**src/rtl/ppm_enc_pkg.sv**
```systemverilog
package ppm_enc_pkg;
  localparam int PPM_W      = 32;
  localparam int PPM_FRAC   = 16;
  localparam int K_FRAC     = 16;
  localparam int NUM_RANGES = 7;
  localparam int RSEL_W     = $clog2(NUM_RANGES + 1);
  localparam int PR_BASE    = 25;
  localparam int CODE_W1    = 16;
  localparam int CODE_W2    = 23;
  localparam int PAY_W      = 16;
  localparam int LO_BITS    = CODE_W2 - PAY_W;
  // PR_BASE >= 2^4, so the integer part of K fits in CODE_W2-1-4 bits
  localparam int K_W        = CODE_W2 - 1 - 4 + K_FRAC;
  localparam int PROD_W     = PPM_W + K_W;
  localparam int SHIFT      = PPM_FRAC + K_FRAC;
  localparam int RND_W      = PROD_W + 1 - SHIFT;

  localparam logic [127:0] TRIM_NUM = 128'd100135625;
  localparam logic [127:0] TRIM_DEN = 128'd100000000;

  function automatic logic [K_W-1:0] k_calc(input int fine, input int rsel);
    logic [127:0] num, den, q;
    int n;
    n   = (fine != 0) ? CODE_W2 : CODE_W1;
    num = (((128'd1 << (n - 1)) - 128'd1) << K_FRAC) * TRIM_DEN;
    den = (128'(PR_BASE) << rsel) * TRIM_NUM;
    q   = (num + (den >> 1)) / den;
    return q[K_W-1:0];
  endfunction
endpackage

```
**src/rtl/ppm_scale_table.sv**
```systemverilog
module ppm_scale_table
  import ppm_enc_pkg::*;
(
  input  logic [RSEL_W-1:0] range_i,
  input  logic              mode_i,
  output logic [K_W-1:0]    k_o
);
  logic [K_W-1:0]    tab [2][NUM_RANGES];
  logic [RSEL_W-1:0] idx;

  for (genvar m = 0; m < 2; m++) begin : g_mode
    for (genvar r = 0; r < NUM_RANGES; r++) begin : g_rng
      assign tab[m][r] = k_calc(m, r);
    end
  end

  // out-of-table codes fall back to the widest range
  assign idx = (range_i >= RSEL_W'(NUM_RANGES)) ? RSEL_W'(NUM_RANGES - 1) : range_i;
  assign k_o = tab[mode_i][idx];
endmodule

```
**src/rtl/ppm_shift_mult.sv**
```systemverilog
module ppm_shift_mult #(
  parameter int A_W = 32,
  parameter int B_W = 34
) (
  input  logic               clk_i,
  input  logic               rst_ni,
  input  logic               start_i,
  input  logic [A_W-1:0]     a_i,
  input  logic [B_W-1:0]     b_i,
  output logic               done_o,
  output logic [A_W+B_W-1:0] prod_o
);
  localparam int P_W   = A_W + B_W;
  localparam int CNT_W = $clog2(A_W + 1);

  logic [A_W-1:0]   a_q;
  logic [P_W-1:0]   b_q, acc_q;
  logic [CNT_W-1:0] cnt_q;
  logic             busy_q, done_q;

  always_ff @(posedge clk_i or negedge rst_ni) begin
    if (!rst_ni) begin
      a_q    <= '0;
      b_q    <= '0;
      acc_q  <= '0;
      cnt_q  <= '0;
      busy_q <= 1'b0;
      done_q <= 1'b0;
    end else if (start_i) begin
      a_q    <= a_i;
      b_q    <= P_W'(b_i);
      acc_q  <= '0;
      cnt_q  <= '0;
      busy_q <= 1'b1;
      done_q <= 1'b0;
    end else if (busy_q) begin
      if (a_q[0]) acc_q <= acc_q + b_q;
      a_q   <= a_q >> 1;
      b_q   <= b_q << 1;
      cnt_q <= cnt_q + CNT_W'(1);
      if (cnt_q == CNT_W'(A_W - 1)) begin
        busy_q <= 1'b0;
        done_q <= 1'b1;
      end
    end else begin
      done_q <= 1'b0;
    end
  end

  assign done_o = done_q;
  assign prod_o = acc_q;
endmodule

```
**src/rtl/ppm_code_pack.sv**
```systemverilog
module ppm_code_pack
  import ppm_enc_pkg::*;
(
  input  logic [PROD_W-1:0]  prod_i,
  input  logic               neg_i,
  input  logic               mode_i,
  output logic [CODE_W2-1:0] code_o,
  output logic [PAY_W-1:0]   hi_o,
  output logic [PAY_W-1:0]   lo_o,
  output logic               sat_o
);
  logic [PROD_W:0]      rnd_full;
  logic [RND_W-1:0]     mag_r, lim;
  logic [CODE_W2-1:0]   mag_c;
  logic [RND_W-1:0]     half_w1, half_w2;

  assign half_w1 = RND_W'(1) << (CODE_W1 - 1);
  assign half_w2 = RND_W'(1) << (CODE_W2 - 1);

  always_comb begin
    // round half away from zero on the magnitude
    rnd_full = {1'b0, prod_i} + ((PROD_W+1)'(1) << (SHIFT - 1));
    mag_r    = rnd_full[PROD_W:SHIFT];
    if (mode_i) lim = neg_i ? half_w2 : half_w2 - RND_W'(1);
    else        lim = neg_i ? half_w1 : half_w1 - RND_W'(1);
    sat_o  = mag_r > lim;
    mag_c  = sat_o ? lim[CODE_W2-1:0] : mag_r[CODE_W2-1:0];
    code_o = neg_i ? (~mag_c + CODE_W2'(1)) : mag_c;
    if (mode_i) begin
      hi_o = code_o[CODE_W2-1:LO_BITS];
      lo_o = {{(PAY_W-LO_BITS){1'b0}}, code_o[LO_BITS-1:0]};
    end else begin
      hi_o = code_o[CODE_W1-1:0];
      lo_o = '0;
    end
  end
endmodule

```
**src/rtl/ppm_ctrl_encoder.sv**
```systemverilog
module ppm_ctrl_encoder
  import ppm_enc_pkg::*;
(
  input  logic               clk_i,
  input  logic               rst_ni,
  input  logic               req_valid_i,
  input  logic [PPM_W-1:0]   req_ppm_i,
  input  logic [RSEL_W-1:0]  req_range_i,
  input  logic               req_mode_i,
  output logic               req_ready_o,
  output logic               done_o,
  output logic [CODE_W2-1:0] code_o,
  output logic [PAY_W-1:0]   hi_payload_o,
  output logic [PAY_W-1:0]   lo_payload_o,
  output logic               sat_o
);
  logic               busy_q, neg_q, mode_q, done_q, sat_q;
  logic               accept, mult_done;
  logic [PPM_W-1:0]   mag;
  logic [K_W-1:0]     k_sel;
  logic [PROD_W-1:0]  prod;
  logic [CODE_W2-1:0] code_d, code_q;
  logic [PAY_W-1:0]   hi_d, lo_d, hi_q, lo_q;
  logic               sat_d;

  assign accept = req_valid_i && !busy_q;
  assign mag    = req_ppm_i[PPM_W-1] ? (~req_ppm_i + PPM_W'(1)) : req_ppm_i;

  ppm_scale_table u_table (
    .range_i (req_range_i),
    .mode_i  (req_mode_i),
    .k_o     (k_sel)
  );

  ppm_shift_mult #(.A_W(PPM_W), .B_W(K_W)) u_mult (
    .clk_i   (clk_i),
    .rst_ni  (rst_ni),
    .start_i (accept),
    .a_i     (mag),
    .b_i     (k_sel),
    .done_o  (mult_done),
    .prod_o  (prod)
  );

  ppm_code_pack u_pack (
    .prod_i (prod),
    .neg_i  (neg_q),
    .mode_i (mode_q),
    .code_o (code_d),
    .hi_o   (hi_d),
    .lo_o   (lo_d),
    .sat_o  (sat_d)
  );

  always_ff @(posedge clk_i or negedge rst_ni) begin
    if (!rst_ni) begin
      busy_q <= 1'b0;
      neg_q  <= 1'b0;
      mode_q <= 1'b0;
      done_q <= 1'b0;
      code_q <= '0;
      hi_q   <= '0;
      lo_q   <= '0;
      sat_q  <= 1'b0;
    end else begin
      done_q <= 1'b0;
      if (accept) begin
        busy_q <= 1'b1;
        neg_q  <= req_ppm_i[PPM_W-1];
        mode_q <= req_mode_i;
      end else if (mult_done) begin
        busy_q <= 1'b0;
        done_q <= 1'b1;
        code_q <= code_d;
        hi_q   <= hi_d;
        lo_q   <= lo_d;
        sat_q  <= sat_d;
      end
    end
  end

  assign req_ready_o  = !busy_q;
  assign done_o       = done_q;
  assign code_o       = code_q;
  assign hi_payload_o = hi_q;
  assign lo_payload_o = lo_q;
  assign sat_o        = sat_q;
endmodule

```
**config.mk**
```make
export PLATFORM = sky130hd
export DESIGN_NAME = ppm_ctrl_encoder
export DESIGN_NICKNAME = d
export VERILOG_FILES = /design/src/rtl/ppm_enc_pkg.sv /design/src/rtl/ppm_scale_table.sv /design/src/rtl/ppm_shift_mult.sv /design/src/rtl/ppm_code_pack.sv /design/src/rtl/ppm_ctrl_encoder.sv
export SDC_FILE = /design/constraint.sdc
export NUM_CORES = 1
export LEC_CHECK = 0
export BUFFER_PORTS_ARGS = -buffer_cell sky130_fd_sc_hd__buf_2
export CORE_MARGIN = 5
export CORE_UTILIZATION = 63
export CTS_CLUSTER_SIZE = 10
export DETAILED_ROUTE_END_ITERATION = 12
export HOLD_SLACK_MARGIN = 0.1
export PLACE_DENSITY = 0.87
export SETUP_SLACK_MARGIN = 0.2
export SLEW_MARGIN = 20
export SYNTH_ARGS = -nofsm -noshare
export SYNTH_HDL_FRONTEND = slang
export SYNTH_SLANG_ARGS = --single-unit
```
**constraint.sdc**
```tcl
create_clock -name clk_i -period 7.16 [get_ports clk_i]
set_input_delay 1.432 -clock clk_i [delete_from_list [all_inputs] [get_ports clk_i]]
set_output_delay 1.432 -clock clk_i [all_outputs]
set_load 0.02 [all_outputs]
```
==> out/metrics.yaml, run 1 <==
layout:
  layout-drive-gt1-share_pct: 8.21
  num-nets-final: 2205
  area_growth_pct: 7.02
  final_cells: 2412
  final_cell_area_um2: 18100
  post-route-util_pct: 67.9
  diodes: 0
clock_tree:
  clock_latency_ns: 0.54
  cts-root-buf: "clkbuf_16"
  cts_tree: "yes"
  ctsResizeCount: 0
  cts_sinks: 223
  htreeDepth: 1
  cts_made_buffers: 27
  path_clk_slew_ns: 0.06
  cts_hold_buffers: 0
  cts.path.max_buffers: 3
  post_cts_buffers: 0
global_routing:
  antenna_found_initial: 1
  grt_use_total_pct: 29.1
  grt_pass1_vias: 15127
  grt_pass1_wl_mm: 75.9
  grt.overflow.total: 0
  grt_max_degree: 107
timing:
  holdWs_ns: 0.474
  slew_violations: 0
  setup_viol: 0
  clock_skew_ns: 0.0120
  worst_pin_slew_ns: 1.08
  slew_headroom_pct: 27.9
  hold_violations: 0
  fin_setup_tns_ns: 0
  max_freq_mhz: 158
  fin_crit_sh_pct: 88.6
  layout_min_cycle_time_ns: 6.34
  rsz0062_at_grt: "false"
synthesis:
  ys.flop_type: "dfrtp_1"
  synth_seq_area_share_pct: 32.9
  synth.largest_area_cell: "dfrtp_1"
  synth_area_leaders: "dfrtp_1 33%, ha_1 7.6%, nand2_1 6.5%"
  yosys_warnings: 0
  async_flop_share_pct: 100
  syn_inst: 2061
  syn_area_per_cell_um2: 8.22
  syn-cell-area_um2: 16900
  synth_seq_cells: 223
  synth-edff-count: 0
  synth_common_cells: "295 x nand2_1, 223 x dfrtp_1, 172 x a21oi_1"
  synth.most_common_cell: "nand2_1"
  synth_top_area_share_pct: 32.9
  synth.distinct_cells: 89
power:
  powerDensity_nw_per_um2: 468
  max-vdd-ir-drop_v: 0.000248
  leakage_nw: 8.81
route:
  final_antenna_net_count: 0
  vias_per_cell: 6.51
  drtPass1Iterations: 7
  dr.first_iter.drc_count: 1633
  vias: 15709
  wl_per_cell_um: 18.6
  drc: 0
  wl_mm: 44.9
floorplan:
  start_util_pct: 63.4
  pin_count: 97
  die_w_um: 174
  die_area_um2: 30300
  die_y_um: 174
  core_um2: 26700
  core.rowCount: 60
setup_path:
  crit_start: "u_mult.prod_o[33]"
  worstPathMaxFanout: 13
  startpoint_type: "register"
  ff2ff_path_depth: 21
  reg2reg_to: "hi_payload_o[14]"
  cp-end-kind: "register"
  cp_data_arrival_time_ns: 6.75
  crit_end: "hi_payload_o[14]"
  cp.required_ns: 7.57
  critPathKind: "register to register"
  r2r_start: "u_mult.prod_o[33]"
  ff2ff_setup_slack_ns: 0.82
min_path:
  whs_path_depth: 2
  hold_path_class: "register to register"
status:
  status: "finished, final reports clean"
run:
  drv_cap: 0
placed_design:
  postPlaceCellArea_um2: 17400
  port_buffers: 87
  dp.cells: 2374
  dpl.hpwl_mm: 32.4
  place.gp.congestion: 0.927
==> through the flow <==
step	total power, mW	setup WS, ns
4_1_cts	8.42	0.937
2_1_floorplan	5.95	2.02
6_report	8.49	0.818
3_3_place_gp	7.00	1.27
3_5_place_dp	7.17	0.999
5_1_grt	9.17	0.407
==> critical path, cell delays in order (launching register included) <==
cell and delay [ns]:
dfrtp_1 0.48, nand3_1 0.35, or3_1 0.58, nor4_1 0.47, xnor2_1 0.24, inv_1 0.13
ha_1 0.30, a21o_1 0.16, a21o_1 0.17, a21o_1 0.19, a2111oi_0 0.39, a31o_2 0.25
and4_1 0.46, buf_4 0.23, nand3_1 0.07, o21ai_0 0.19, ha_1 0.54, nand2_1 0.26
a21oi_1 0.25, and3b_1 0.24, a22oi_1 0.15, o21ai_1 0.10
==> cells in the final DEF, fill, tap and decap left out, types with 37 or more instances in the layout <==
| cell type | netlist | layout |
|---|---|---|
| nand2_1 | 295 | 293 |
| dfrtp_1 | 223 | 222 |
| a21oi_1 | 172 | 172 |
| o21ai_0 | 157 | 157 |
| nor2_1 | 145 | 145 |
| ha_1 | 103 | 103 |
| mux2i_1 | 100 | 100 |
| buf_2 | 7 | 86 |
| xnor2_1 | 75 | 75 |
| nand3_1 | 64 | 64 |
| inv_1 | 51 | 51 |
| a21o_1 | 51 | 51 |
| nand4_1 | 37 | 37 |
==> power breakdown <==
group          internal (mW)  switching [mW]
combinational           1.86            3.03
clock                  0.706           0.512
sequential              1.82           0.558
==> layer usage <==
| metal | track usage, % | wire length (um) | vias up | share of wire, % |
|---|---|---|---|---|
| li1 | - | - | 7455 | - |
| met1 | 40.6 | 19600 | 7491 | 44 |
| met2 | 47.5 | 20700 | 664 | 46 |
| met3 | 4.61 | 3490 | 97 | 7.8 |
| met4 | 8.02 | 1010 | 2 | 2.3 |
| met5 | 0 | 13 | - | 0.029 |
==> flip-flops by register name, indices dropped and copies added, names as in the netlist <==
signal,cells
u_mult.cnt_q,6
done_o,1
u_mult.busy_q,1
u_mult.a_q,32
sat_o,1
hi_payload_o,16
u_mult.done_o,1
busy_q,1
u_mult.prod_o,66
code_o,23
lo_payload_o,7
mode_q,1
u_mult.b_q,66
neg_q,1
==> cell type report <==
cell class / count / area [um2]
Multi-Input combinational cell: 1656 / 10600
Clock inverter: 3 / 18.8
Fill cell: 2179 / 8590
Tap cell: 341 / 427
Sequential cell: 223 / 5580
Inverter: 53 / 199
Timing Repair Buffer: 101 / 554
Clock buffer: 35 / 736
==> kinds of logic after synthesis <==
group                    Yosys count  share of synthesized area, %
AND/OR/NAND/NOR                  725                          20.4
AO/OA/AOI/OAI                    610                          22.6
flip-flops                       223                          32.9
buffers and inverters            190                          4.67
XOR/XNOR                         105                          5.54
adder cells (fa/ha/maj)          104                          7.72
multiplexers                     103                          6.13
other                              1                        0.0221
==> how the worst min path moves through the flow <==
stage | startpoint | to | slack (ns)
after CTS | code_o[15] | code_o[15] | 0.48
after detailed placement | code_o[2] | code_o[2] | 0.46
after floorplan | u_mult.done_o | busy_q | 0.45
final | code_o[15] | code_o[15] | 0.47
after global placement | code_o[2] | code_o[2] | 0.46
after global routing | code_o[15] | code_o[15] | 0.49
Power figures use the tool's default switching activity.
==> inputs of run 2 (changes only) <==
--- a/config.mk
+++ b/config.mk
@@ -7,11 +7,11 @@
 export LEC_CHECK = 0
 export BUFFER_PORTS_ARGS = -buffer_cell sky130_fd_sc_hd__buf_2
 export CORE_MARGIN = 5
-export CORE_UTILIZATION = 63
+export CORE_UTILIZATION = 30
 export CTS_CLUSTER_SIZE = 10
 export DETAILED_ROUTE_END_ITERATION = 12
 export HOLD_SLACK_MARGIN = 0.1
-export PLACE_DENSITY = 0.87
+export PLACE_DENSITY = 0.5
 export SETUP_SLACK_MARGIN = 0.2
 export SLEW_MARGIN = 20
 export SYNTH_ARGS = -nofsm -noshare
==> run 2 against run 1 <==
Clock skew up 0.014 ns. Clock power up 8%. Count of clock-buffer cells in the layout up 4. Final area up 3.3%. Maximum frequency up 0.38%. Wire length up 11%. Largest power group unchanged.
==> out/metrics.yaml, run 2 (synthesized netlist as in run 1, its figures left out) <==
status:
  status: "finished, final reports clean"
setup_path:
  critPathKind: "register to register"
  cp_cell_sequence: "nand3_1 -> or3_1 -> nor4_1 -> xnor2_1 -> inv_1 -> ha_1 -> a21o_1 -> a21o_1 -> a21o_1 -> a2111oi_0 -> a31o_2 -> and4_2 -> nand2_2 -> o21ai_0 -> ha_2 -> nand2_1 -> a21oi_1 -> and3b_1 -> a22oi_1 -> o21ai_1"
  cp-end-kind: "register"
  worst_path_max_delay_cell: "or3_1"
  crit_top_cell: "a21o_1"
  worstPathMaxFanout: 17  # +4
  cp.required_ns: 7.58  # about the same
  crit_family: "simple AND/OR/NAND/NOR gates"
  worst-path-buf-inv: 1  # -1
  cpPeakStageDelay_ns: 0.57  # about the same
  startpoint_type: "register"
  cp_data_arrival_time_ns: 6.73  # -0.02 ns
global_routing:
  antenna_found_initial: 0  # -1
  grt_max_degree: 123  # +15%
  grt_use_total_pct: 15.7  # -13 points
  grt_pass1_wl_mm: 80.1  # +5.6%
  grt.overflow.total: 0  # unchanged
  grt_pass1_vias: 14594  # -3.5%
clock_tree:
  htreeDepth: 1  # unchanged
  ctsResizeCount: 0  # unchanged
  cts_tree: "yes"
  clock_latency_ns: 0.57  # +0.03 ns
  post_cts_buffers: 0  # unchanged
  path_clk_slew_ns: 0.06  # about the same
  cts-root-buf: "clkbuf_16"
  cts_made_buffers: 28  # +3.7%
  cts_sinks: 223  # unchanged
  cts_hold_buffers: 0  # unchanged
  cts.path.max_buffers: 3  # unchanged
route:
  vias_per_cell: 5.36  # -18%
  drc: 0  # unchanged
  vias: 15193  # -3.3%
  wl_per_cell_um: 17.5  # -5.8%
  wl_mm: 49.6  # +11%
  dr.first_iter.drc_count: 969  # -41%
  final_antenna_net_count: 0  # unchanged
  drtPass1Iterations: 5  # -2
power:
  power_mw: 8.59  # +1.2%
  leakage_nw: 8.84  # +0.30%
  powerDensity_nw_per_um2: 459  # -2.1%
  max-vdd-ir-drop_v: 0.000297  # +20%
layout:
  layout-drive-gt1-share_pct: 8.38  # +0.17 points
  diodes: 0  # unchanged
  multiInputGateArea_um2: 10600  # about the same
  post-route-util_pct: 33.4  # -35 points
  area_growth_pct: 10.6
  seq_area_um2: 5580  # unchanged
  num-fill-cells: 5978  # +170%
  mostFrequentLayoutCells: "293 x nand2_1, 222 x dfrtp_1, 172 x a21oi_1"
  num-nets-final: 2206  # +0.045%
  final_cells: 2833  # +17%
  final_common_cell: "nand2_1"
run:
  drv_cap: 0  # unchanged
floorplan:
  die_area_um2: 61300  # +100%
  core.rowCount: 87  # +45%
  start_util_pct: 30.2  # -33 points
  pin_count: 97  # unchanged
  core_um2: 56200  # +110%
  die_y_um: 248  # +42%
  die_w_um: 248  # +42%
timing:
  layout_min_cycle_time_ns: 6.32  # -0.0240 ns
  slew_headroom_pct: 32.8  # +4.9 points
  worst_pin_slew_ns: 1.01  # -0.0739 ns
  holdWs_ns: 0.473  # -0.00170 ns
  setup_viol: 0  # unchanged
  clock_skew_ns: 0.0265  # +0.0145 ns
  fin_crit_sh_pct: 88.2  # -0.34 points
  fin_setup_tns_ns: 0  # unchanged
  hold_violations: 0  # unchanged
  max_freq_mhz: 158  # +0.38%
  slew_violations: 0  # unchanged
  rsz0062_at_grt: "false"
min_path:
  hold_path_class: "register to register"
placed_design:
  dpl.hpwl_mm: 35.8  # +10%
  dp.cells: 2789  # +17%
  port_buffers: 87  # unchanged
  place.gp.congestion: 0.849  # -8.4%
run 2: worst reg2reg max path, cell delays in order, from the launching register on:
cell and delay, ns:
dfrtp_1 0.52, nand3_1 0.35, or3_1 0.58, nor4_1 0.54, xnor2_1 0.22, inv_1 0.11, ha_1 0.31, a21o_1 0.16
a21o_1 0.17, a21o_1 0.19, a2111oi_0 0.45, a31o_2 0.26, and4_2 0.47, nand2_2 0.28, o21ai_0 0.29, ha_2 0.37
nand2_1 0.21, a21oi_1 0.26, and3b_1 0.24, a22oi_1 0.14, o21ai_1 0.09
run 2: cell type report:
class,instances,share of cell area (%)
multi-input cells,1656,56.7
flip-flops and latches,223,29.8
well taps,756,5.05
clock buffers,39,4.07
repair buffers,101,3.00
inverters,53,1.06
clock inverters,5,0.340
run 2: metrics by stage:
step,worst slack [ns],area [um2]
after detailed placement,0.620,17900
after global placement,0.936,17900
after CTS,0.586,18700
after global routing,0.330,18700
after floorplan,2.02,17000
final,0.842,18700
run 2: power breakdown:
group	switching [mW]	internal [mW]	total, mW
sequential	0.590	1.82	2.41
combinational	3.00	1.86	4.86
clock	0.558	0.767	1.32
total	4.14	4.45	8.59
run 2: path summary, 6_finish.rpt:
check | slack (ns) | cells past startpoint | endpoint | from
min in group asynchronous | 0.93 | 1 | lo_payload_o[3] | rst_ni
min reg2reg | 0.47 | 2 | code_o[1] | code_o[1]
max reg2reg | 0.84 | 20 | hi_payload_o[14] | u_mult.prod_o[33]
max in group asynchronous | 4.98 | 2 | u_mult.busy_q | rst_ni
min | 0.47 | 2 | code_o[1] | code_o[1]
max | 0.84 | 20 | hi_payload_o[14] | u_mult.prod_o[33]
run 2: per-layer routing:
layer / wire length, um / part of all wire, % / global-route usage (%) / vias up
met2: 22600 / 46 / 25.5 / 302
met1: 24300 / 49 / 22.7 / 7364
li1: - / - / - / 7468
met4: 946 / 1.9 / 3.07 / 0
met5: 0 / 0 / 0 / -
met3: 1750 / 3.5 / 1.68 / 59
==> inputs of run 3 (changes only) <==
--- a/config.mk
+++ b/config.mk
@@ -11,7 +11,6 @@
 export CTS_CLUSTER_SIZE = 10
 export DETAILED_ROUTE_END_ITERATION = 12
 export HOLD_SLACK_MARGIN = 0.1
-export PLACE_DENSITY = 0.5
 export SETUP_SLACK_MARGIN = 0.2
 export SLEW_MARGIN = 20
 export SYNTH_ARGS = -nofsm -noshare
==> constraint.sdc (replaced) <==
create_clock -name clk_i -period 7.28 [get_ports clk_i]
set_input_delay 1.456 -clock clk_i [delete_from_list [all_inputs] [get_ports clk_i]]
set_output_delay 1.456 -clock clk_i [all_outputs]
set_load 0.02 [all_outputs]
==> run 3 against run 2 <==
Critical path type unchanged. Non-clock buffer count unchanged. Clock skew is 0.0098 ns lower. Count of clock-buffer cells in the layout down 5. Flip-flop and latch count stayed put. Die area did not move. Combinational power shrank 2%. Power is 1.7% lower.
==> out/metrics.yaml, run 3 (synthesized netlist as in run 1, its figures left out) <==
layout:
  mostFrequentLayoutCells: "293 x nand2_1, 222 x dfrtp_1, 172 x a21oi_1"
  final_cells: 2829  # -0.14%
  area_growth_pct: 10.7  # about the same
  layout-drive-gt1-share_pct: 8.39  # +0.016 points
  num-fill-cells: 5926  # -0.87%
  diodes: 0  # unchanged
  num-nets-final: 2206  # unchanged
  final_common_cell: "nand2_1"
setup_path:
  ff2ff_path_depth: 23  # +15%
  crit_start: "u_mult.prod_o[33]"
  cp_data_arrival_time_ns: 6.83  # +0.10 ns
  startpoint_type: "register"
  critPathKind: "register to register"
  cp.required_ns: 7.73  # +0.15 ns
  crit_top_cell: "a21o_1"
  worstPathMaxFanout: 14  # -3
  cpPeakStageDelay_ns: 0.56  # about the same
  worst_path_max_delay_cell: "or3_1"
  cp-end-kind: "register"
  cp_cell_sequence: "nand3_1 -> or3_1 -> nor4_1 -> xnor2_1 -> inv_1 -> ha_1 -> a21o_1 -> a21o_1 -> a21o_1 -> a2111oi_0 -> a31o_2 -> and4_1 -> buf_4 -> nand2_2 -> o21ai_0 -> ha_1 -> inv_1 -> nand2_1 -> nor2_1 -> o211ai_1 -> and3b_1 -> nor2_1 -> o31ai_1"
  r2r_start: "u_mult.prod_o[33]"
timing:
  max_freq_mhz: 157  # -0.90%
  worst_pin_slew_ns: 1.08  # +0.0722 ns
  slew_violations: 0  # unchanged
  setup_viol: 0  # unchanged
  hold_violations: 0  # unchanged
  rsz0062_at_grt: "false"
  fin_setup_tns_ns: 0  # unchanged
  clock_skew_ns: 0.0167  # -0.00980 ns
  slew_headroom_pct: 28.0  # -4.8 points
  layout_min_cycle_time_ns: 6.38  # +0.0572 ns
  fin_crit_sh_pct: 87.6  # -0.67 points
route:
  wl_mm: 46.7  # -5.8%
  drtPass1Iterations: 5  # unchanged
  vias: 15142  # -0.34%
  dr.first_iter.drc_count: 929  # -4.1%
  wl_met3_mm: 2.12  # +21%
  wl_met2_mm: 21.2  # -6.2%
  drc: 0  # unchanged
  wl_per_cell_um: 16.5  # -5.7%
  vias_per_cell: 5.35  # -0.19%
  highest_layer: "met4"
  met1Wirelength_mm: 22.3  # -8.1%
  final_antenna_net_count: 0  # unchanged
floorplan:
  start_util_pct: 30.2  # unchanged
  die_y_um: 248  # unchanged
  pin_count: 97  # unchanged
  die_w_um: 248  # unchanged
  core_um2: 56200  # unchanged
  core.rowCount: 87  # unchanged
  die_area_um2: 61300  # unchanged
clock_tree:
  cts_hold_buffers: 0  # unchanged
  path_clk_slew_ns: 0.06  # about the same
  clock_latency_ns: 0.56  # about the same
  cts.path.max_buffers: 3  # unchanged
  htreeDepth: 1  # unchanged
  cts_sinks: 223  # unchanged
  post_cts_buffers: 0  # unchanged
  cts-root-buf: "clkbuf_16"
  cts_tree: "yes"
  ctsResizeCount: 0  # unchanged
  cts_made_buffers: 28  # unchanged
power:
  switchingPower_mw: 4.03  # -2.7%
  intPower_mw: 4.41  # -0.83%
  powerDensity_nw_per_um2: 450  # -1.8%
  seq_power_share_pct: 28.2  # about the same
  leakage_nw: 8.85  # +0.17%
  pwr-share-clk_pct: 15.6  # +0.2 points
  power_mw: 8.44  # -1.7%
  max-vdd-ir-drop_v: 0.000430  # +45%
  combPwrFrac_pct: 56.2  # -0.3 points
  swShare_pct: 47.7  # -0.48 points
placed_design:
  dpl.hpwl_mm: 33.9  # -5.1%
  place.gp.congestion: 0.898  # +5.8%
  dp.cells: 2789  # unchanged
  port_buffers: 87  # unchanged
status:
  status: "finished, final reports clean"
min_path:
  hold_path_class: "register to register"
  whs_path_depth: 2  # unchanged
  hp-start: "code_o[21]"
global_routing:
  grt_pass1_vias: 14712  # +0.81%
  grt.overflow.total: 0  # unchanged
  antenna_found_initial: 0  # unchanged
  grt_use_total_pct: 14.8  # -0.85 points
  grt_max_degree: 209  # +70%
  grt_pass1_wl_mm: 77.2  # -3.7%
run:
  drv_cap: 0  # unchanged
-- run 3: cell count changes in the layout (fill, tap and decap cells not counted), sizes merged --
cell | previous run | this run
clkbuf | 39 | 34
bufinv | 1 | 2
-- run 3: power by group through the flow --
stage | Sequential [mW] | Combinational [mW] | Clock, mW
final | 2.38 | 4.74 | 1.32
after global routing | 2.46 | 5.34 | 1.41
after CTS | 2.38 | 4.73 | 1.36
after detailed placement | 2.40 | 4.71 | 0
after global placement | 2.37 | 4.64 | 0
after floorplan | 2.27 | 3.57 | 0
-- run 3: path summary, 6_finish.rpt --
path,to,slack (ns)
min in group asynchronous,lo_payload_o[3],0.92
max,hi_payload_o[7],0.90
max reg2reg,hi_payload_o[7],0.90
min reg2reg,code_o[21],0.47
max in group asynchronous,u_mult.a_q[18],4.92
min,code_o[21],0.47
-- run 3: layout make-up --
class,count,area [um2],share of cell area [%]
multi-input cells,1656,10600,56.6
flip-flops and latches,223,5580,29.8
well taps,756,946,5.04
clock buffers,34,753,4.02
repair buffers,101,563,3.00
inverters,53,199,1.06
clock inverters,6,93.8,0.500
-- run 3: critical path, delay by kind of cell, from the launching register on --
kind | cells | cell delay (ns)
buffers and inverters | 3 | 0.54
adders and majority gates | 2 | 0.80
and+or+nand+nor | 9 | 2.39
AOI/OAI and AO/OA | 8 | 1.77
xor gates and xnor gates | 1 | 0.24
DFF | 1 | 0.51
-- run 3: metal layers --
layer,vias to the layer above,GRT usage [%]
met4,0,3.44
li1,7456,-
met3,69,1.78
met5,-,0
met1,7243,21.2
met2,374,24.1
-- run 3: stage by stage --
stage | setup slack, ns | instance area, um2 | utilization, % | hold WS [ns]
after floorplan | 2.14 | 17000 | - | 0.447
after global placement | 1.26 | 17900 | 31.9 | 0.457
after detailed placement | 1.05 | 17900 | 31.9 | 0.461
after CTS | 1.01 | 18800 | 33.4 | 0.475
after global routing | 0.221 | 18800 | 33.4 | 0.490
final | 0.905 | 18800 | 33.4 | 0.470
